## config.mk

```make
export PLATFORM = sky130hd
export DESIGN_NAME = rtc_countdown_timer
export DESIGN_NICKNAME = d
export VERILOG_FILES = /design/src/rtl/rtc_timer_pkg.sv /design/src/rtl/rtc_timer_ctrl.sv /design/src/rtl/rtc_timer_dp.sv /design/src/rtl/rtc_countdown_timer.sv
export SDC_FILE = /design/constraint.sdc
export NUM_CORES = 1
export LEC_CHECK = 0
export BUFFER_PORTS_ARGS = -buffer_cell sky130_fd_sc_hd__buf_2
export CORE_UTILIZATION = 43
export DETAILED_ROUTE_END_ITERATION = 10
export PLACE_DENSITY_LB_ADDON = 0.3
export SLEW_MARGIN = 40
export SYNTH_ARGS = -nofsm -noshare
export SYNTH_HDL_FRONTEND = slang
export SYNTH_HIERARCHICAL = 1
export SYNTH_SLANG_ARGS = --single-unit
```

## constraint.sdc

```tcl
create_clock -name clk -period 2.3 [get_ports clk]
set_input_delay 0.115 -clock clk [delete_from_list [all_inputs] [get_ports clk]]
set_output_delay 0.115 -clock clk [all_outputs]
set_load 0.1 [all_outputs]
```

## src/rtl/rtc_timer_pkg.sv

```systemverilog
package rtc_timer_pkg;
  parameter int CNT_W = 8;
  parameter int SEL_W = 2;
  localparam int NUM_SRC = 1 << SEL_W;

  typedef struct packed {
    logic load;
    logic decrement;
    logic expire;
  } timerStrobes_t;
endpackage

```

## src/rtl/rtc_timer_ctrl.sv

```systemverilog
module rtc_timer_ctrl
  import rtc_timer_pkg::*;
#(
  parameter int DATA_W = 8
) (
  input  logic               clk,
  input  logic               rstN,
  input  logic               ctrlWrEn,
  input  logic [DATA_W-1:0]  ctrlWrData,
  input  logic               cntWrEn,
  input  logic [NUM_SRC-1:0] tickEn,
  input  logic               countIsZero,
  input  logic               countIsOne,
  output logic [DATA_W-1:0]  ctrlRd,
  output timerStrobes_t      strobes
);
  logic             runBit;
  logic [SEL_W-1:0] srcSel;
  logic             selTick;
  logic             stepNow;

  always_ff @(posedge clk or negedge rstN) begin
    if (!rstN) begin
      runBit <= 1'b0;
      srcSel <= '1;
    end else if (ctrlWrEn) begin
      runBit <= ctrlWrData[DATA_W-1];
      srcSel <= ctrlWrData[SEL_W-1:0];
    end
  end

  always_comb begin
    ctrlRd = '0;
    ctrlRd[DATA_W-1] = runBit;
    ctrlRd[SEL_W-1:0] = srcSel;
  end

  assign selTick = tickEn[srcSel];
  assign stepNow = runBit && selTick && !cntWrEn && !countIsZero;

  always_comb begin
    strobes.load      = cntWrEn;
    strobes.decrement = stepNow && !countIsOne;
    strobes.expire    = stepNow && countIsOne;
  end
endmodule

```

## src/rtl/rtc_timer_dp.sv

```systemverilog
module rtc_timer_dp
  import rtc_timer_pkg::*;
(
  input  logic             clk,
  input  logic             rstN,
  input  timerStrobes_t    strobes,
  input  logic [CNT_W-1:0] loadValue,
  input  logic             flagClr,
  output logic [CNT_W-1:0] count,
  output logic             countIsZero,
  output logic             countIsOne,
  output logic             flag
);
  logic [CNT_W-1:0] reloadVal;

  always_ff @(posedge clk or negedge rstN) begin
    if (!rstN) begin
      count     <= '0;
      reloadVal <= '0;
    end else if (strobes.load) begin
      count     <= loadValue;
      reloadVal <= loadValue;
    end else if (strobes.expire) begin
      count <= reloadVal;
    end else if (strobes.decrement) begin
      count <= count - 1'b1;
    end
  end

  always_ff @(posedge clk or negedge rstN) begin
    if (!rstN)               flag <= 1'b0;
    else if (strobes.expire) flag <= 1'b1;
    else if (flagClr)        flag <= 1'b0;
  end

  assign countIsZero = (count == '0);
  assign countIsOne  = (count == {{(CNT_W-1){1'b0}}, 1'b1});
endmodule

```

## src/rtl/rtc_countdown_timer.sv

```systemverilog
module rtc_countdown_timer
  import rtc_timer_pkg::*;
(
  input  logic               clk,
  input  logic               rstN,
  input  logic               ctrlWrEn,
  input  logic [CNT_W-1:0]   ctrlWrData,
  input  logic               cntWrEn,
  input  logic [CNT_W-1:0]   cntWrData,
  input  logic               flagClr,
  input  logic               intEnable,
  input  logic [NUM_SRC-1:0] tickEn,
  output logic [CNT_W-1:0]   ctrlRd,
  output logic [CNT_W-1:0]   cntRd,
  output logic               timerFlag,
  output logic               timerIrq
);
  timerStrobes_t strobes;
  logic          countIsZero;
  logic          countIsOne;

  rtc_timer_ctrl #(.DATA_W(CNT_W)) ctrl_i (
    .clk(clk), .rstN(rstN), .ctrlWrEn(ctrlWrEn), .ctrlWrData(ctrlWrData),
    .cntWrEn(cntWrEn), .tickEn(tickEn), .countIsZero(countIsZero),
    .countIsOne(countIsOne), .ctrlRd(ctrlRd), .strobes(strobes)
  );

  rtc_timer_dp dp_i (
    .clk(clk), .rstN(rstN), .strobes(strobes), .loadValue(cntWrData),
    .flagClr(flagClr), .count(cntRd), .countIsZero(countIsZero),
    .countIsOne(countIsOne), .flag(timerFlag)
  );

  assign timerIrq = timerFlag & intEnable;
endmodule

```

### Word level (Yosys, flattened, before mapping)

Cells that the tools add are included.
W data, S select, Z words.

| storage, ports and cells | value |
|---|---|
| register bits after elaboration | 20 |
| input bits | 26 |
| logic and storage cells | 27 |

| operators by class | value |
|---|---|
| add/sub/neg operators | 1 |
| magnitude comparators | 1 |
| equal/unequal tests | 1 |
| multiplexer cells | 7 |
| bitwise gates (word level) | 1 |
| reduce and logical (&&, ||, !) cells | 11 |

Operators by type and width:

| cell | number |
|---|---|
| $mux W8 | 3 |
| $eq A8 B1 Y1 const B | 1 |
| $logic_not A8 Y1 | 1 |
| $sub A8 B1 Y8 const B | 1 |
| $logic_and A1 B1 Y1 | 5 |
| $logic_not A1 Y1 | 3 |
| $lt A2 B3 Y1 const B | 1 |
| $mux W1 | 3 |
| $reduce_bool A3 Y1 | 1 |
| $bmux W1 S2 | 1 |
| $reduce_bool A2 Y1 | 1 |
| $and A1 B1 Y1 | 1 |

### Longest topological paths before layout

Gate-level depths: netlist of run 1.

| logic depth | value |
|---|---|
| depth in word-level cells | 9 |
| mapped depth | 10 |
| depth with buffers taken out | 9 |

### Cells and area by module

The synthesis of run 1 kept the hierarchy.

By module, submodules not included:

| module | times used | cells each | area each (um^2) | sequential area each (um^2) |
|---|---|---|---|---|
| rtc_timer_dp | 1 | 96 | 932.1 | 425.4 |
| rtc_timer_ctrl | 1 | 18 | 212.7 | 77.6 |
| rtc_countdown_timer | 1 | 1 | 6.3 | 0.0 |

### Least setup slack after synthesis of run 1

OpenSTA, ideal clock, no wires.

| timing | value |
|---|---|
| path type | reg-to-reg |
| start point | reg dp_i.count[1] |
| end point | reg dp_i.count[7] |
| library setup time | 0.131 ns |
| arrival time | 2.459 ns |
| slack | -0.290 ns |
| cell stages (with the launch flop) | 10 |
| period minus slack after synthesis | 2.590 ns |
| path through | dfrtp_1 -> inv_1 -> ha_1 -> and2_1 -> and4_1 -> clkbuf_8 -> and2b_2 -> a21boi_0 -> a21oi_1 -> a2bb2oi_1 |

RTL lines:

| what | line | RTL |
|---|---|---|
| start, declared | rtc_timer_dp.sv:9 | `output logic [CNT_W-1:0] count,` |
| start signal, assigned | rtc_timer_dp.sv:21 | `count <= loadValue;` |
| start signal, assigned | rtc_timer_dp.sv:24 | `count <= reloadVal;` |
| start signal, assigned | rtc_timer_dp.sv:26 | `count <= count - 1'b1;` |

==> impl_metrics.tcl, run 1 <==
set metrics [dict create \
    synth-simple-area-share 0.138 \
    start_util 0.460 \
    setup_viol 0 \
    cp_max_fo 5 \
    synth_warnings 6 \
    min_to "ctrl_i/runBit" \
    post-route-period-util 0.944 \
    ios 44 \
    wirelength_um 2300 \
    dieArea_um2 2890 \
    drc 0 \
    finalCriticalPeriod_ns 2.17 \
    detail-route-antenna-nets 0 \
    numCtsBuffers 3 \
    power_density_nw_per_um2 813 \
    hp-class "input port to flip-flop" \
    endpoint_kind "flip-flop" \
    synth-async-reset-ratio 1.00 \
    ctsHtreeMaxLevel 1 \
    synth_enable_flop_cells 0 \
    yosysMostFrequentCell "dfrtp_1" \
    yosysTopAreaCell "dfrtp_1" \
    syn_to_final_growth_pct 20.9 \
    required_ns 2.50 \
    vias 905 \
    synth-seq-cells 20 \
    synthDistinctLibCells 32 \
    timing.rr.end "dp_i/count[6]" \
    cts_sinks 20 \
    synth_area_leaders "dfrtp_1 39%, mux2_2 4.9%, buf_4 4.6%" \
    core-area_um2 2500 \
    fmax_mhz 460 \
    fin_nets 178 \
    synth_mux_area_frac 0.0978 \
    syn_area_um2 1150 \
    dp_hpwl_um 1760 \
    ys_seq_area_frac 0.437 \
    max_cap_violations 0 \
    synth_compound_gate_area_share 0.171 \
    port_buffers 33 \
    r2r_start "ctrl_i/srcSel[0]" \
    vias_per_cell 5.08 \
    rrSetupSlack_ns 0.13 \
    clock_latency_ns 0.31 \
    clk_pin_slew_ns 0.12 \
    slew_viol_final 0 \
    rsz0062_at_grt "false" \
    grt_start_max_net_pins 24 \
    synthTopCellsByCount "18 x dfrtp_1, 10 x nand2_1, 10 x o21ai_0" \
    syn-instance-count 115 \
    firstDrtPassIters 4 \
    cts-root-buf "clkbuf_4" \
    irDropWorstVdd_uv 482 \
    gr-usage-all-layers 0.187 \
    hold_violations 0 \
    synth_xor_area_frac 0.0152 \
    worstSetupStartpointType "flip-flop" \
    ys.flop_type "dfrtp_1" \
    grt_pass1_wl_um 3740 \
    rr_worst_depth 6 \
    globalRouteOverflowTotal 0 \
    outcome "complete, no violations" \
    tns_ns 0 \
    skew_ns 0.00170 \
    crit_type "flip-flop to flip-flop" \
    fp.dieH_um 53.7 \
    wl_per_cell_um 12.9 \
    place_congestion 0.836 \
    rows 18 \
    antenna_found_initial 0 \
    total_power_mw 1.13 \
    post_cts_buffers 0 \
    die_x_um 53.7 \
    min_from "ctrlWrData[7]" \
    cts_tree "yes" \
    grt_pass1_vias 860 \
    antenna_cells 0 \
    syn_area_per_cell_um2 10.0 \
    worstPathArrival_ns 2.38 \
    synth_adder_area_share 0.0326 \
    p_leak_nw 0.661 \
    drive_gt1_frac 0.426 \
    hold_depth 2 \
    ctsLongestPathBuffers 2 \
    drt-initial-drc-count 13 \
    synth_top_area_frac 0.391 \
    synth_top_family_by_area "compound AO/OA/AOI/OAI gates" \
]
-- metrics by stage --
step | hold slack, ns | area (um2) | cells | setup WS (ns) | utilization
5_1_grt | 0.0136 | 1390 | 178 | 0.0108 | 0.557
3_3_place_gp | 0.0821 | 1330 | 173 | 0.192 | 0.531
6_report | 0.0120 | 1390 | 178 | 0.128 | 0.557
2_1_floorplan | -0.181 | 1200 | 119 | -0.0610 | -
4_1_cts | 0.00467 | 1390 | 178 | 0.0984 | 0.556
3_5_place_dp | 0.0842 | 1330 | 173 | 0.143 | 0.531
-- area by class of cell --
| class | count | area [um2] |
|---|---|---|
| fillers | 233 | 1110 |
| multi-input cells | 81 | 568 |
| flip-flops and latches | 20 | 517 |
| repair buffers | 36 | 190 |
| well taps | 30 | 37.5 |
| clock inverters | 1 | 30.0 |
| inverters | 7 | 26.3 |
| clock buffers | 3 | 22.5 |
-- flip-flops by register name, indices dropped and copies added (netlist names) --
| register | flops |
|---|---|
| ctrl_i/runBit | 1 |
| dp_i/reloadVal | 8 |
| ctrl_i/srcSel | 2 |
| dp_i/flag | 1 |
| dp_i/count | 8 |
-- kinds of logic (layout without fill, tap and decap cells) --
group / Yosys count / after routing
AOI/OAI and AO/OA: 31 / 31
xor gates and xnor gates: 2 / 2
adders and majority gates: 3 / 3
buffers and inverters: 18 / 47
DFF: 20 / 20
muxes: 9 / 9
other: 1 / 5
and+or+nand+nor: 31 / 31
-- worst max-delay path, stage by stage (launching register included) --
cell and delay [ns]:
dfstp_4 0.64, mux4_2 0.50, and4_1 0.21, and2b_2 0.27, a22oi_2 0.21, a21oi_1 0.10, a2bb2oi_1 0.13
-- power breakdown --
| group | leakage (nW) | total (mW) | internal, mW | switching [mW] |
|---|---|---|---|---|
| sequential | 0.232 | 0.433 | 0.397 | 0.0363 |
| combinational | 0.401 | 0.404 | 0.0977 | 0.306 |
| clock | 0.0279 | 0.294 | 0.176 | 0.118 |
| total | 0.661 | 1.13 | 0.671 | 0.460 |
-- layout by cell type (no fill, tap or decap), drive strengths merged, types with 3 or more instances in the layout --
cell type and count:
inv 7, a22oi 4, o21ai 10, a21oi 7, and2 3, dfrtp 18
nand2 10, a2bb2oi 5, clkbuf 3, buf 35, ha 3, nor2 8
mux2 8, conb 5
-- routing by layer --
layer / GRT usage / part of all wire / vias up / wire length, um
li1: - / - / 455 / -
met1: 0.232 / 0.44 / 422 / 1010
met2: 0.302 / 0.50 / 24 / 1160
met3: 0.0395 / 0.038 / 4 / 87
met4: 0.0965 / 0.017 / 0 / 38
met5: 0 / 0 / - / 0
-- worst max-delay path by stage --
stage / startpoint / to / slack, ns / depth (start not counted)
after global placement: ctrl_i/srcSel[0] / dp_i/count[6] / 0.19 / 6
after detailed placement: ctrl_i/srcSel[0] / dp_i/count[6] / 0.14 / 6
after floorplan: ctrl_i/srcSel[0] / dp_i/count[6] / -0.06 / 7
after CTS: ctrl_i/srcSel[0] / dp_i/count[3] / 0.1 / 6
final: ctrl_i/srcSel[0] / dp_i/count[6] / 0.13 / 6
after global routing: dp_i/count[3] / dp_i/count[6] / 0.01 / 9
-- timing repair --
item | in CTS | in global routing
hold buffers | 1 | 0
gates resized for setup | 0 | 1
setup endpoints to repair | 0 | 5
endpoints found under the hold margin | 18 | 0
Note: power is estimated with default switching activity, not from simulation.
==> inputs of run 2 (changes only) <==
--- a/config.mk
+++ b/config.mk
@@ -8,7 +8,7 @@
 export BUFFER_PORTS_ARGS = -buffer_cell sky130_fd_sc_hd__buf_2
 export CORE_UTILIZATION = 43
 export DETAILED_ROUTE_END_ITERATION = 10
-export PLACE_DENSITY_LB_ADDON = 0.3
+export PLACE_DENSITY_LB_ADDON = 0.2
 export SLEW_MARGIN = 40
 export SYNTH_ARGS = -nofsm -noshare
 export SYNTH_HDL_FRONTEND = slang
==> run 2 against run 1 <==
Net effect: setup slack better by 0.014 ns; largest cell class unchanged; final cell count stayed put; via count grew 1.7%; fmax grew 0.67%; hold slack improved by 0.012 ns; largest power group unchanged; critical path type unchanged.
==> impl_metrics.tcl, run 2 (synthesis results as in run 1) <==
set metrics [dict create \
    top_usage_layer "met2" \
    placed_cell_area_um2 1330 \
    vias_per_cell 5.17 \
    met1_usage 0.243 \
    syn_to_final_growth_pct 20.9 \
    drive_gt1_frac 0.426 \
    crit_start "ctrl_i/srcSel[0]" \
    max_cap_violations 0 \
    worstSetupStartpointType "flip-flop" \
    dieArea_um2 2890 \
    slew_viol_final 0 \
    fmax_mhz 464 \
    numCtsBuffers 3 \
    antenna_found_initial 0 \
    power_density_nw_per_um2 811 \
    min_from "cntWrData[7]" \
    antenna_cells 0 \
    final_common_cell "buf_2" \
    worstPathArrival_ns 2.36 \
    required_ns 2.50 \
    firstDrtPassIters 2 \
    start_util 0.460 \
    skew_ns 0.00639 \
    ios 44 \
    fin_nets 178 \
    p_leak_nw 0.661 \
    crit_type "flip-flop to flip-flop" \
    reg_top3 "dp_i/count (8), dp_i/reloadVal (8), ctrl_i/srcSel (2)" \
    endpoint_kind "flip-flop" \
    tns_ns 0 \
    use_met3 0.0367 \
    met2_usage 0.265 \
    layout_common_cells "33 x buf_2, 10 x dfrtp_1, 10 x nand2_1, 10 x o21ai_0, 8 x dfrtp_2" \
    vias 920 \
    port_buffers 33 \
    clk_pin_slew_ns 0.12 \
    fin_area_um2 1390 \
    rows 18 \
    clock_latency_ns 0.31 \
    cts-root-buf "clkbuf_4" \
    fp.dieH_um 53.7 \
    grt_pass1_vias 783 \
    drt-initial-drc-count 16 \
    post-route-period-util 0.938 \
    r2r_start "ctrl_i/srcSel[0]" \
    ctsHtreeMaxLevel 1 \
    dp_hpwl_um 1700 \
    setup_viol 0 \
    cts_sinks 20 \
    wl_per_cell_um 12.6 \
    gr-usage-all-layers 0.175 \
    core-area_um2 2500 \
    hold_violations 0 \
    die_x_um 53.7 \
    cp_max_fo 5 \
    post_cts_buffers 0 \
    wirelength_um 2240 \
    grt_pass1_wl_um 3570 \
    place_congestion 0.801 \
    globalRouteOverflowTotal 0 \
    detail-route-antenna-nets 0 \
    outcome "complete, no violations" \
    finalCriticalPeriod_ns 2.16 \
    rsz0062_at_grt "false" \
    num-fill-cells 223 \
    hp-class "input port to flip-flop" \
    drc 0 \
    cts_tree "yes" \
    grt_start_max_net_pins 24 \
    irDropWorstVdd_uv 537 \
    ctsLongestPathBuffers 2 \
]
==> run 2: per-stage QoR <==
stage | power, mW | util | setup slack, ns | hold WS [ns] | cells
2_1_floorplan | 0.780 | - | -0.0610 | -0.181 | 119
3_3_place_gp | 0.839 | 0.531 | 0.180 | 0.0907 | 173
3_5_place_dp | 0.845 | 0.531 | 0.168 | 0.0918 | 173
4_1_cts | 1.14 | 0.556 | 0.153 | 0.0140 | 178
5_1_grt | 1.19 | 0.557 | 0.0513 | 0.00959 | 178
6_report | 1.13 | 0.557 | 0.143 | 0.0239 | 178
==> run 2: cell type report <==
class                   count  area [um2]  area share
multi-input cells          81         568       0.408
flip-flops and latches     20         517       0.371
repair buffers             36         190       0.137
well taps                  30        37.5      0.0270
clock inverters             1        30.0      0.0216
inverters                   7        26.3      0.0189
clock buffers               3        22.5      0.0162
==> run 2: final timing paths <==
kind	end	slack, ns	depth (start not counted)
setup / recovery	dp_i/count[6]	0.14	6
hold / removal	dp_i/reloadVal[7]	0.02	3
setup reg to reg	dp_i/count[6]	0.14	6
hold reg to reg	dp_i/flag	0.51	1
max in group asynchronous	ctrl_i/srcSel[1]	1.68	2
min in group asynchronous	dp_i/count[6]	0.27	2
==> run 2: metal layers <==
metal / routed length [um] / up-vias
li1: - / 460
met1: 1030 / 437
met2: 1110 / 19
met3: 76 / 4
met4: 25 / 0
met5: 0 / -
==> run 2: power by group <==
| part | internal (mW) | leakage (nW) | total, mW | switching (mW) |
|---|---|---|---|---|
| clock | 0.176 | 0.0279 | 0.291 | 0.115 |
| combinational | 0.0979 | 0.401 | 0.405 | 0.307 |
| sequential | 0.397 | 0.232 | 0.433 | 0.0360 |
==> run 2: critical path, stage by stage, from the launching register on <==
cell	delay, ns
dfstp_4	0.64
mux4_2	0.50
and4_1	0.20
and2b_2	0.26
a22oi_2	0.21
a21oi_1	0.10
a2bb2oi_1	0.13
==> run 2: timing repair <==
item | in CTS | in global routing
hold buffers | 1 | 0
gates resized for setup | 0 | 1
hold endpoints to repair | 18 | 0
endpoints found under the setup margin | 0 | 3
